### config.mk
export PLATFORM = sky130hd
export DESIGN_NAME = pcib_ctl
export DESIGN_NICKNAME = d
export VERILOG_FILES = /design/src/rtl/pcib_ctl_pkg.sv /design/src/rtl/pcib_srst_seq.sv /design/src/rtl/pcib_rd_resp.sv /design/src/rtl/pcib_ctl_regs.sv /design/src/rtl/pcib_ctl.sv
export SDC_FILE = /design/constraint.sdc
export NUM_CORES = 1
export LEC_CHECK = 0
export BUFFER_PORTS_ARGS = -buffer_cell sky130_fd_sc_hd__clkbuf_2
export CAP_MARGIN = 20
export CELL_PAD_IN_SITES_DETAIL_PLACEMENT = 1
export CELL_PAD_IN_SITES_GLOBAL_PLACEMENT = 2
export CORE_AREA = 4 4 104 106
export DETAILED_ROUTE_END_ITERATION = 8
export DIE_AREA = 0 0 108 110
export PLACE_DENSITY_LB_ADDON = 0.1
export SLEW_MARGIN = 25
export SYNTH_ARGS = -nofsm -noshare
export SYNTH_HDL_FRONTEND = slang
export SYNTH_SLANG_ARGS = --single-unit
export TNS_END_PERCENT = 50
### constraint.sdc
create_clock -name clk -period 3.2 [get_ports clk]
set_input_delay 0.16 -clock clk [delete_from_list [all_inputs] [get_ports clk]]
set_output_delay 0.16 -clock clk [all_outputs]
set_load 0.02 [all_outputs]
### src/rtl/pcib_ctl_pkg.sv
// Shared constants and field type of the bridge control block.
// Assumes: the control word fits in any DATA_W of 11 bits or more.
package pcib_ctl_pkg;
    localparam int BIT_MEM0  = 10;
    localparam int BIT_MEM1  = 9;
    localparam int BIT_MEM2  = 8;
    localparam int BIT_IO    = 7;
    localparam int BIT_RBERR = 6;
    localparam int BIT_SRST  = 5;
    localparam int NUM_ERR   = 5;

    // Control fields other than the soft-reset bit
    typedef struct packed {
        logic mem0;
        logic mem1;
        logic mem2;
        logic io;
        logic rberr;
    } ctl_fields_t;
endpackage

### src/rtl/pcib_srst_seq.sv
// Soft-reset sequencer: starts when the soft-reset bit is seen, counts PCI
// ticks, and keeps the sequence active until the bit is clear and the
// minimum tick count is reached.
// Assumes: pci_tick is a single-cycle pulse in the clk domain.
module pcib_srst_seq #(
    parameter int MIN_TICKS = 4
) (
    input  logic clk,
    input  logic rst_n,
    input  logic pci_tick,
    input  logic srst_bit,
    output logic active
);
    localparam int CNT_W = $clog2(MIN_TICKS + 1);
    localparam logic [CNT_W-1:0] CNT_MAX = CNT_W'(MIN_TICKS);

    logic [CNT_W-1:0] tick_cnt;
    logic             cnt_done;

    assign cnt_done = (tick_cnt >= CNT_MAX);

    // Sequence state: start on the bit, count ticks, release when both allow
    always_ff @(posedge clk) begin
        if (!rst_n) begin
            active   <= 1'b0;
            tick_cnt <= '0;
        end else if (!active) begin
            if (srst_bit) begin
                active   <= 1'b1;
                tick_cnt <= '0;
            end
        end else begin
            if (pci_tick && !cnt_done) begin
                tick_cnt <= tick_cnt + 1'b1;
            end
            if (!srst_bit && cnt_done) begin
                active <= 1'b0;
            end
        end
    end
endmodule

### src/rtl/pcib_rd_resp.sv
// Initiator read response: classifies each finished read as good, bus
// error or normal completion with invalid data, registered one cycle.
// Assumes: rd_flags is only meaningful while rd_done is high.
module pcib_rd_resp
    import pcib_ctl_pkg::*;
(
    input  logic               clk,
    input  logic               rst_n,
    input  logic               rd_done,
    input  logic [NUM_ERR-1:0] rd_flags,
    input  logic               buserr_en,
    output logic               rd_cpl,
    output logic               rd_buserr,
    output logic               rd_dinv,
    output logic [NUM_ERR-1:0] err_set
);
    logic failed;

    assign failed  = |rd_flags;
    assign err_set = rd_done ? rd_flags : '0;

    // Completion outputs, one cycle after the read finishes
    always_ff @(posedge clk) begin
        if (!rst_n) begin
            rd_cpl    <= 1'b0;
            rd_buserr <= 1'b0;
            rd_dinv   <= 1'b0;
        end else begin
            rd_cpl    <= rd_done;
            rd_buserr <= rd_done && failed && buserr_en;
            rd_dinv   <= rd_done && failed && !buserr_en;
        end
    end
endmodule

### src/rtl/pcib_ctl_regs.sv
// Register port: control word, sticky error-status word and pass-through
// to the remaining register file, with refusal while soft reset is in force.
// Assumes: fwd_rdata is valid combinationally in the request cycle.
module pcib_ctl_regs
    import pcib_ctl_pkg::*;
#(
    parameter int ADDR_W    = 4,
    parameter int DATA_W    = 32,
    parameter int CTRL_ADDR = 0,
    parameter int STAT_ADDR = 1
) (
    input  logic               clk,
    input  logic               rst_n,
    input  logic               boot_strap,
    input  logic               eeprom_done,
    input  logic               blocked,
    input  logic               reg_req,
    input  logic               reg_we,
    input  logic [ADDR_W-1:0]  reg_addr,
    input  logic [DATA_W-1:0]  reg_wdata,
    output logic               reg_ack,
    output logic [DATA_W-1:0]  reg_rdata,
    output logic               fwd_req,
    output logic               fwd_we,
    output logic [ADDR_W-1:0]  fwd_addr,
    output logic [DATA_W-1:0]  fwd_wdata,
    input  logic [DATA_W-1:0]  fwd_rdata,
    input  logic [NUM_ERR-1:0] err_set,
    output ctl_fields_t        fields,
    output logic               srst_bit
);
    localparam logic [ADDR_W-1:0] A_CTRL = ADDR_W'(CTRL_ADDR);
    localparam logic [ADDR_W-1:0] A_STAT = ADDR_W'(STAT_ADDR);

    logic               boot_q;
    logic [NUM_ERR-1:0] status;
    logic               hit_ctrl;
    logic               hit_stat;
    logic               wr_ctrl;
    logic               wr_stat;
    logic [DATA_W-1:0]  ctrl_word;
    logic [DATA_W-1:0]  rd_val;
    logic [NUM_ERR-1:0] clr_mask;
    ctl_fields_t        dflt;

    assign hit_ctrl = (reg_addr == A_CTRL);
    assign hit_stat = (reg_addr == A_STAT);
    assign wr_ctrl  = reg_req && reg_we && hit_ctrl;
    assign wr_stat  = reg_req && reg_we && hit_stat && !blocked;
    assign clr_mask = wr_stat ? reg_wdata[NUM_ERR-1:0] : '0;

    // Defaults that soft reset returns the fields to
    always_comb begin
        dflt       = '0;
        dflt.mem2  = boot_q;
        dflt.rberr = 1'b1;
    end

    // Control word image for reads
    always_comb begin
        ctrl_word            = '0;
        ctrl_word[BIT_MEM0]  = fields.mem0;
        ctrl_word[BIT_MEM1]  = fields.mem1;
        ctrl_word[BIT_MEM2]  = fields.mem2;
        ctrl_word[BIT_IO]    = fields.io;
        ctrl_word[BIT_RBERR] = fields.rberr;
        ctrl_word[BIT_SRST]  = srst_bit;
    end

    // Read source selection with refusal of non-control words
    always_comb begin
        if (hit_ctrl)      rd_val = ctrl_word;
        else if (blocked)  rd_val = '0;
        else if (hit_stat) rd_val = DATA_W'(status);
        else               rd_val = fwd_rdata;
    end

    assign fwd_req   = reg_req && !blocked && !hit_ctrl && !hit_stat;
    assign fwd_we    = reg_we;
    assign fwd_addr  = reg_addr;
    assign fwd_wdata = reg_wdata;

    // Control fields, soft-reset bit and latched boot strap
    always_ff @(posedge clk) begin
        if (!rst_n) begin
            boot_q   <= boot_strap;
            fields   <= '{mem0: 1'b0, mem1: 1'b0, mem2: boot_strap,
                          io: 1'b0, rberr: 1'b1};
            srst_bit <= 1'b0;
        end else begin
            if (wr_ctrl) begin
                srst_bit <= reg_wdata[BIT_SRST] && (srst_bit || eeprom_done);
            end
            if (blocked) begin
                fields <= dflt;
            end else if (wr_ctrl) begin
                fields.mem0  <= reg_wdata[BIT_MEM0];
                fields.mem1  <= reg_wdata[BIT_MEM1];
                fields.mem2  <= reg_wdata[BIT_MEM2];
                fields.io    <= reg_wdata[BIT_IO];
                fields.rberr <= reg_wdata[BIT_RBERR];
            end
        end
    end

    // Sticky error status: set by completions, cleared by writing ones
    always_ff @(posedge clk) begin
        if (!rst_n) status <= '0;
        else        status <= (status & ~clr_mask) | err_set;
    end

    // Access acknowledge and registered read data
    always_ff @(posedge clk) begin
        if (!rst_n) begin
            reg_ack   <= 1'b0;
            reg_rdata <= '0;
        end else begin
            reg_ack   <= reg_req;
            reg_rdata <= (reg_req && !reg_we) ? rd_val : '0;
        end
    end
endmodule

### src/rtl/pcib_ctl.sv
// Bridge control top: register port, soft-reset sequencer and initiator
// read response. Drives space enables and the PCI-side reset/reload.
// Assumes: DATA_W >= 11 so the control word fits.
module pcib_ctl
    import pcib_ctl_pkg::*;
#(
    parameter int ADDR_W    = 4,
    parameter int DATA_W    = 32,
    parameter int MIN_TICKS = 4
) (
    input  logic               clk,
    input  logic               rst_n,
    input  logic               boot_strap,
    input  logic               eeprom_done,
    input  logic               pci_tick,
    input  logic               reg_req,
    input  logic               reg_we,
    input  logic [ADDR_W-1:0]  reg_addr,
    input  logic [DATA_W-1:0]  reg_wdata,
    output logic               reg_ack,
    output logic [DATA_W-1:0]  reg_rdata,
    output logic               fwd_req,
    output logic               fwd_we,
    output logic [ADDR_W-1:0]  fwd_addr,
    output logic [DATA_W-1:0]  fwd_wdata,
    input  logic [DATA_W-1:0]  fwd_rdata,
    input  logic               rd_done,
    input  logic [NUM_ERR-1:0] rd_flags,
    output logic               rd_cpl,
    output logic               rd_buserr,
    output logic               rd_dinv,
    output logic [2:0]         mem_en,
    output logic               io_en,
    output logic               pci_srst,
    output logic               cfg_reload
);
    ctl_fields_t        fields;
    logic               srst_bit;
    logic               seq_active;
    logic               blocked;
    logic [NUM_ERR-1:0] err_set;

    assign blocked    = srst_bit || seq_active;
    assign pci_srst   = blocked;
    assign cfg_reload = seq_active;
    assign mem_en     = {fields.mem2, fields.mem1, fields.mem0};
    assign io_en      = fields.io;

    pcib_ctl_regs #(
        .ADDR_W   (ADDR_W),
        .DATA_W   (DATA_W),
        .CTRL_ADDR(0),
        .STAT_ADDR(1)
    ) regs_i (
        .clk        (clk),
        .rst_n      (rst_n),
        .boot_strap (boot_strap),
        .eeprom_done(eeprom_done),
        .blocked    (blocked),
        .reg_req    (reg_req),
        .reg_we     (reg_we),
        .reg_addr   (reg_addr),
        .reg_wdata  (reg_wdata),
        .reg_ack    (reg_ack),
        .reg_rdata  (reg_rdata),
        .fwd_req    (fwd_req),
        .fwd_we     (fwd_we),
        .fwd_addr   (fwd_addr),
        .fwd_wdata  (fwd_wdata),
        .fwd_rdata  (fwd_rdata),
        .err_set    (err_set),
        .fields     (fields),
        .srst_bit   (srst_bit)
    );

    pcib_srst_seq #(
        .MIN_TICKS(MIN_TICKS)
    ) seq_i (
        .clk     (clk),
        .rst_n   (rst_n),
        .pci_tick(pci_tick),
        .srst_bit(srst_bit),
        .active  (seq_active)
    );

    pcib_rd_resp resp_i (
        .clk      (clk),
        .rst_n    (rst_n),
        .rd_done  (rd_done),
        .rd_flags (rd_flags),
        .buserr_en(fields.rberr),
        .rd_cpl   (rd_cpl),
        .rd_buserr(rd_buserr),
        .rd_dinv  (rd_dinv),
        .err_set  (err_set)
    );
endmodule

==> results <==
- Counting flops with an async set or reset pin after synthesis yields a share of 0.
- The H-tree generated during clock tree synthesis spans 2 levels.
- The combined global-route utilization of all metal layers is 0.107.
- The number of gates resized after CTS was 0.
- For this design, the CTS-stage hold fixing added 0 buffers.
- The final design utilization is 0.271.
- Yosys attributes the largest share of cell area to dfxtp_1 47%, buf_4 15%, and2_1 6.8%.
- The transition at the pin with the smallest max-transition slack is 0.613 ns.
- The worst-case IR drop observed on VDD is 0.180 mV.
- The filler cell count is 1191.
- The clock passes through at most 2 buffers.
- The clock drives 52 sinks.
- Setup repair after global routing left no endpoint under its margin.
- Clock-pin slew was measured on the worst setup and hold paths at 0.10 ns.
- Of the available clock period, the critical path in the final layout requires 0.536.
- The number of top-level design ports is 161.
- Data on the critical path is required at its endpoint by 3.45 ns.
- The pin count of the biggest net entering global routing is 22.
- After detailed routing, the average wire length per cell comes to 15.0 um.
- The floorplan row count is 36.
- The post-route setup TNS is 0 ns.
- After legalization and detailed placement, the total HPWL measured 5.21 mm.
- Of the total power, the share spent switching nets is 0.260.
- TritonCTS built the clock tree.
- During synthesis, Yosys emitted a total of 0 warnings.
- The largest area contributor in the netlist is dfxtp_1.
- At the worst endpoint, the arrival time is 1.96 ns.
- The kind of launch point of the worst setup path is a flop.
- The total area of multi-input combinational cells is 713 um^2.
- For this run the aggregate overflow at the end of global routing stands at 0.
- The run finished with clean final reports.
- The die is 108 um wide.
- In the final layout, flip-flops and latches occupy 0.00106 mm^2.
- The total instance count after detailed placement is 421.
- The clock period could shrink to 1.71 ns.
- The routed via count is 1705.
- The power per cell area is 464 mW/mm^2.
- The final number of hold-violating endpoints is 0.
- In this run, synthesis inferred 2 flip-flops with an integrated enable.
- Synthesis produced a netlist with a net count of 297.
- The switching component of the power is 0.000319 W.
- The number of instances in the synthesized netlist is 215.
- The library cell used most frequently in the layout, excluding fill and tap cells, is clkbuf_2.
- Of the cells placed in the final design, the portion with a size suffix greater than 1 is 0.456.
- The number of routed nets with antenna violations is 0.
- The residual DRC count is 0.
- The average instance area after synthesis is 9.84 um^2.
- The headroom to the max-slew limit is 0.590.
- The critical-path maximum fanout is 21.
- The floorplan step set the die height to 110 um.
- The critical path start-end classification is reg -> reg.
- The port buffer count is 118.
- The weighted congestion reported at the end of routability-driven placement is 0.690.
- The insertion delay of the later-clocked pin in the worst-skew pair is 0.30 ns.
- Of the total power, the clock network draws 0.324.
- TritonCTS created 5 clock buffers.
- Across the routed clock network, the largest skew measured is 0.00324 ns.
- The register area share after synthesis is 0.502.
- The number of cells in the finished layout apart from fillers is 429.
- The area growth from synthesis to layout is 25.3%.
- The total number of nets in the final design is 377.
- The count of inserted antenna diode cells is 0.
- After detailed routing, the number of vias per cell comes to 3.97.
- Max-cap violations in this run came to 0.
- The pre-antenna-repair detailed-routing pass consisted of 4 iterations.
- The count of state elements after synthesis is 52.
- The final layout contains routed wiring with a total length of 6.45 mm.
- Of the total power, registers draw 0.553.
- The share of the synthesized area in the top cell type is 0.473.
- Setup violations remaining at the end of the flow were counted as 0.
- Yosys mapped the design onto 34 distinct sky130hd cell types.
- The number of global-route vias before repair is 1705.
- The die footprint is 0.0119 mm^2.
- The number of antenna violations at the first check in global routing is 0.
- The core region area is 0.00977 mm^2.
- For this configuration, the core starts out at a cell density of 0.216.
- The first global-routing pass estimated 9.60 mm of wire.
- In this run the cell area of the synthesized design comes to 0.00211 mm^2.
- The class of the worst hold path is in -> reg.
- The cell-internal power is 0.000910 W.
- Of the total power, combinational logic draws 0.123.
- The post-CTS setup repair buffer count is 0.
- Summing internal, switching and leakage power gives 0.00123 W.
- Final hold analysis gives a worst-case slack of 0.0510 ns.
- The max-slew violation total from the final report is 0.
- The maximum frequency from static timing analysis is 0.583 GHz.
- The first routing iteration left 57 violations.
- The cell sitting at the root of the clock tree is a clkbuf_8.
- The category of the worst setup path capture point is a flop.
- The library cells used most frequently in the layout, excluding fill and tap cells, are 118 x clkbuf_2, 50 x dfxtp_1, 23 x and2_1, 14 x nand2_1, 13 x a21oi_1.
- For this design the static power due to leakage is 1.29 nW.
- The commonest register cell after synthesis is dfxtp_1.
-- Yosys cell counts, types with 3 or more instances --
cell type	instances
buf_4	41
nand2_1	14
mux2i_1	3
a32o_1	5
and2_1	23
dfxtp_1	50
nor2_1	6
clkbuf_1	4
inv_1	4
a21oi_1	13
nand3_1	11
nand3b_1	7
and3_1	3
nand4_1	6
-- sequential cells by signal (all words and copies together) (netlist names) --
name              flops
regs_i.srst_bit       1
resp_i.rd_buserr      1
regs_i.fields         5
seq_i.tick_cnt        3
regs_i.reg_ack        1
regs_i.boot_q         1
resp_i.rd_dinv        1
resp_i.rd_cpl         1
regs_i.status         5
regs_i.reg_rdata     32
seq_i.active          1
-- power by group through the flow --
| stage | clock network (W) | registers, W | logic, W |
|---|---|---|---|
| 3_5_place_dp | 0 | 0.000695 | 0.000155 |
| 6_report | 0.000398 | 0.000679 | 0.000151 |
| 4_1_cts | 0.000425 | 0.000680 | 0.000155 |
| 5_1_grt | 0.000444 | 0.000683 | 0.000168 |
| 2_1_floorplan | 0 | 0.000711 | 0.000111 |
| 3_3_place_gp | 0 | 0.000695 | 0.000154 |
-- kinds of logic after synthesis --
group	Yosys count	synth area share
AOI/OAI and AO/OA	25	0.0787
adders and majority gates	1	0.00592
and+or+nand+nor	83	0.236
DFF	52	0.502
buffers and inverters	51	0.164
muxes	3	0.0142
-- per-stage QoR --
stage | setup WS, ns | instance area [um^2]
3_3_place_gp | 1.18 | 2550
4_1_cts | 1.41 | 2650
2_1_floorplan | 1.96 | 2110
6_report | 1.49 | 2650
5_1_grt | 1.22 | 2650
3_5_place_dp | 1.43 | 2560
-- critical path, stage by stage, from the launching register on --
cell and delay, ns:
dfxtp_1 0.41, nor2_4 0.33, inv_2 0.14, nor3_4 0.57, and2_1 0.21
-- routing by layer --
metal	global-route usage	vias up	wire length (um)
met5	0	-	0
met4	0.0289	0	49
met3	0.0291	6	412
met2	0.182	50	3320
met1	0.133	798	2670
li1	-	851	-
-- path summary, 6_finish.rpt --
path,startpoint,to,cells past startpoint,slack [ns]
hold / removal,fwd_rdata[13],regs_i.reg_rdata[13]$_SDFF_PP0_,2,0.05
hold reg to reg,regs_i.fields[0]$_SDFFE_PP1P_,resp_i.rd_dinv$_SDFF_PN0_,1,0.41
setup reg to reg,seq_i.active$_SDFF_PN0_,regs_i.reg_rdata[22]$_SDFF_PP0_,4,1.49
setup / recovery,seq_i.active$_SDFF_PN0_,regs_i.reg_rdata[22]$_SDFF_PP0_,4,1.49
-- cell type report --
class,count,share of cell area
Clock buffer,7,0.0326
Sequential cell,52,0.400
Multi-Input combinational cell,112,0.269
Timing Repair Buffer,119,0.226
Clock inverter,1,0.00236
Tap cell,133,0.0628
Inverter,5,0.00708
(Power assumes the default switching activity.)
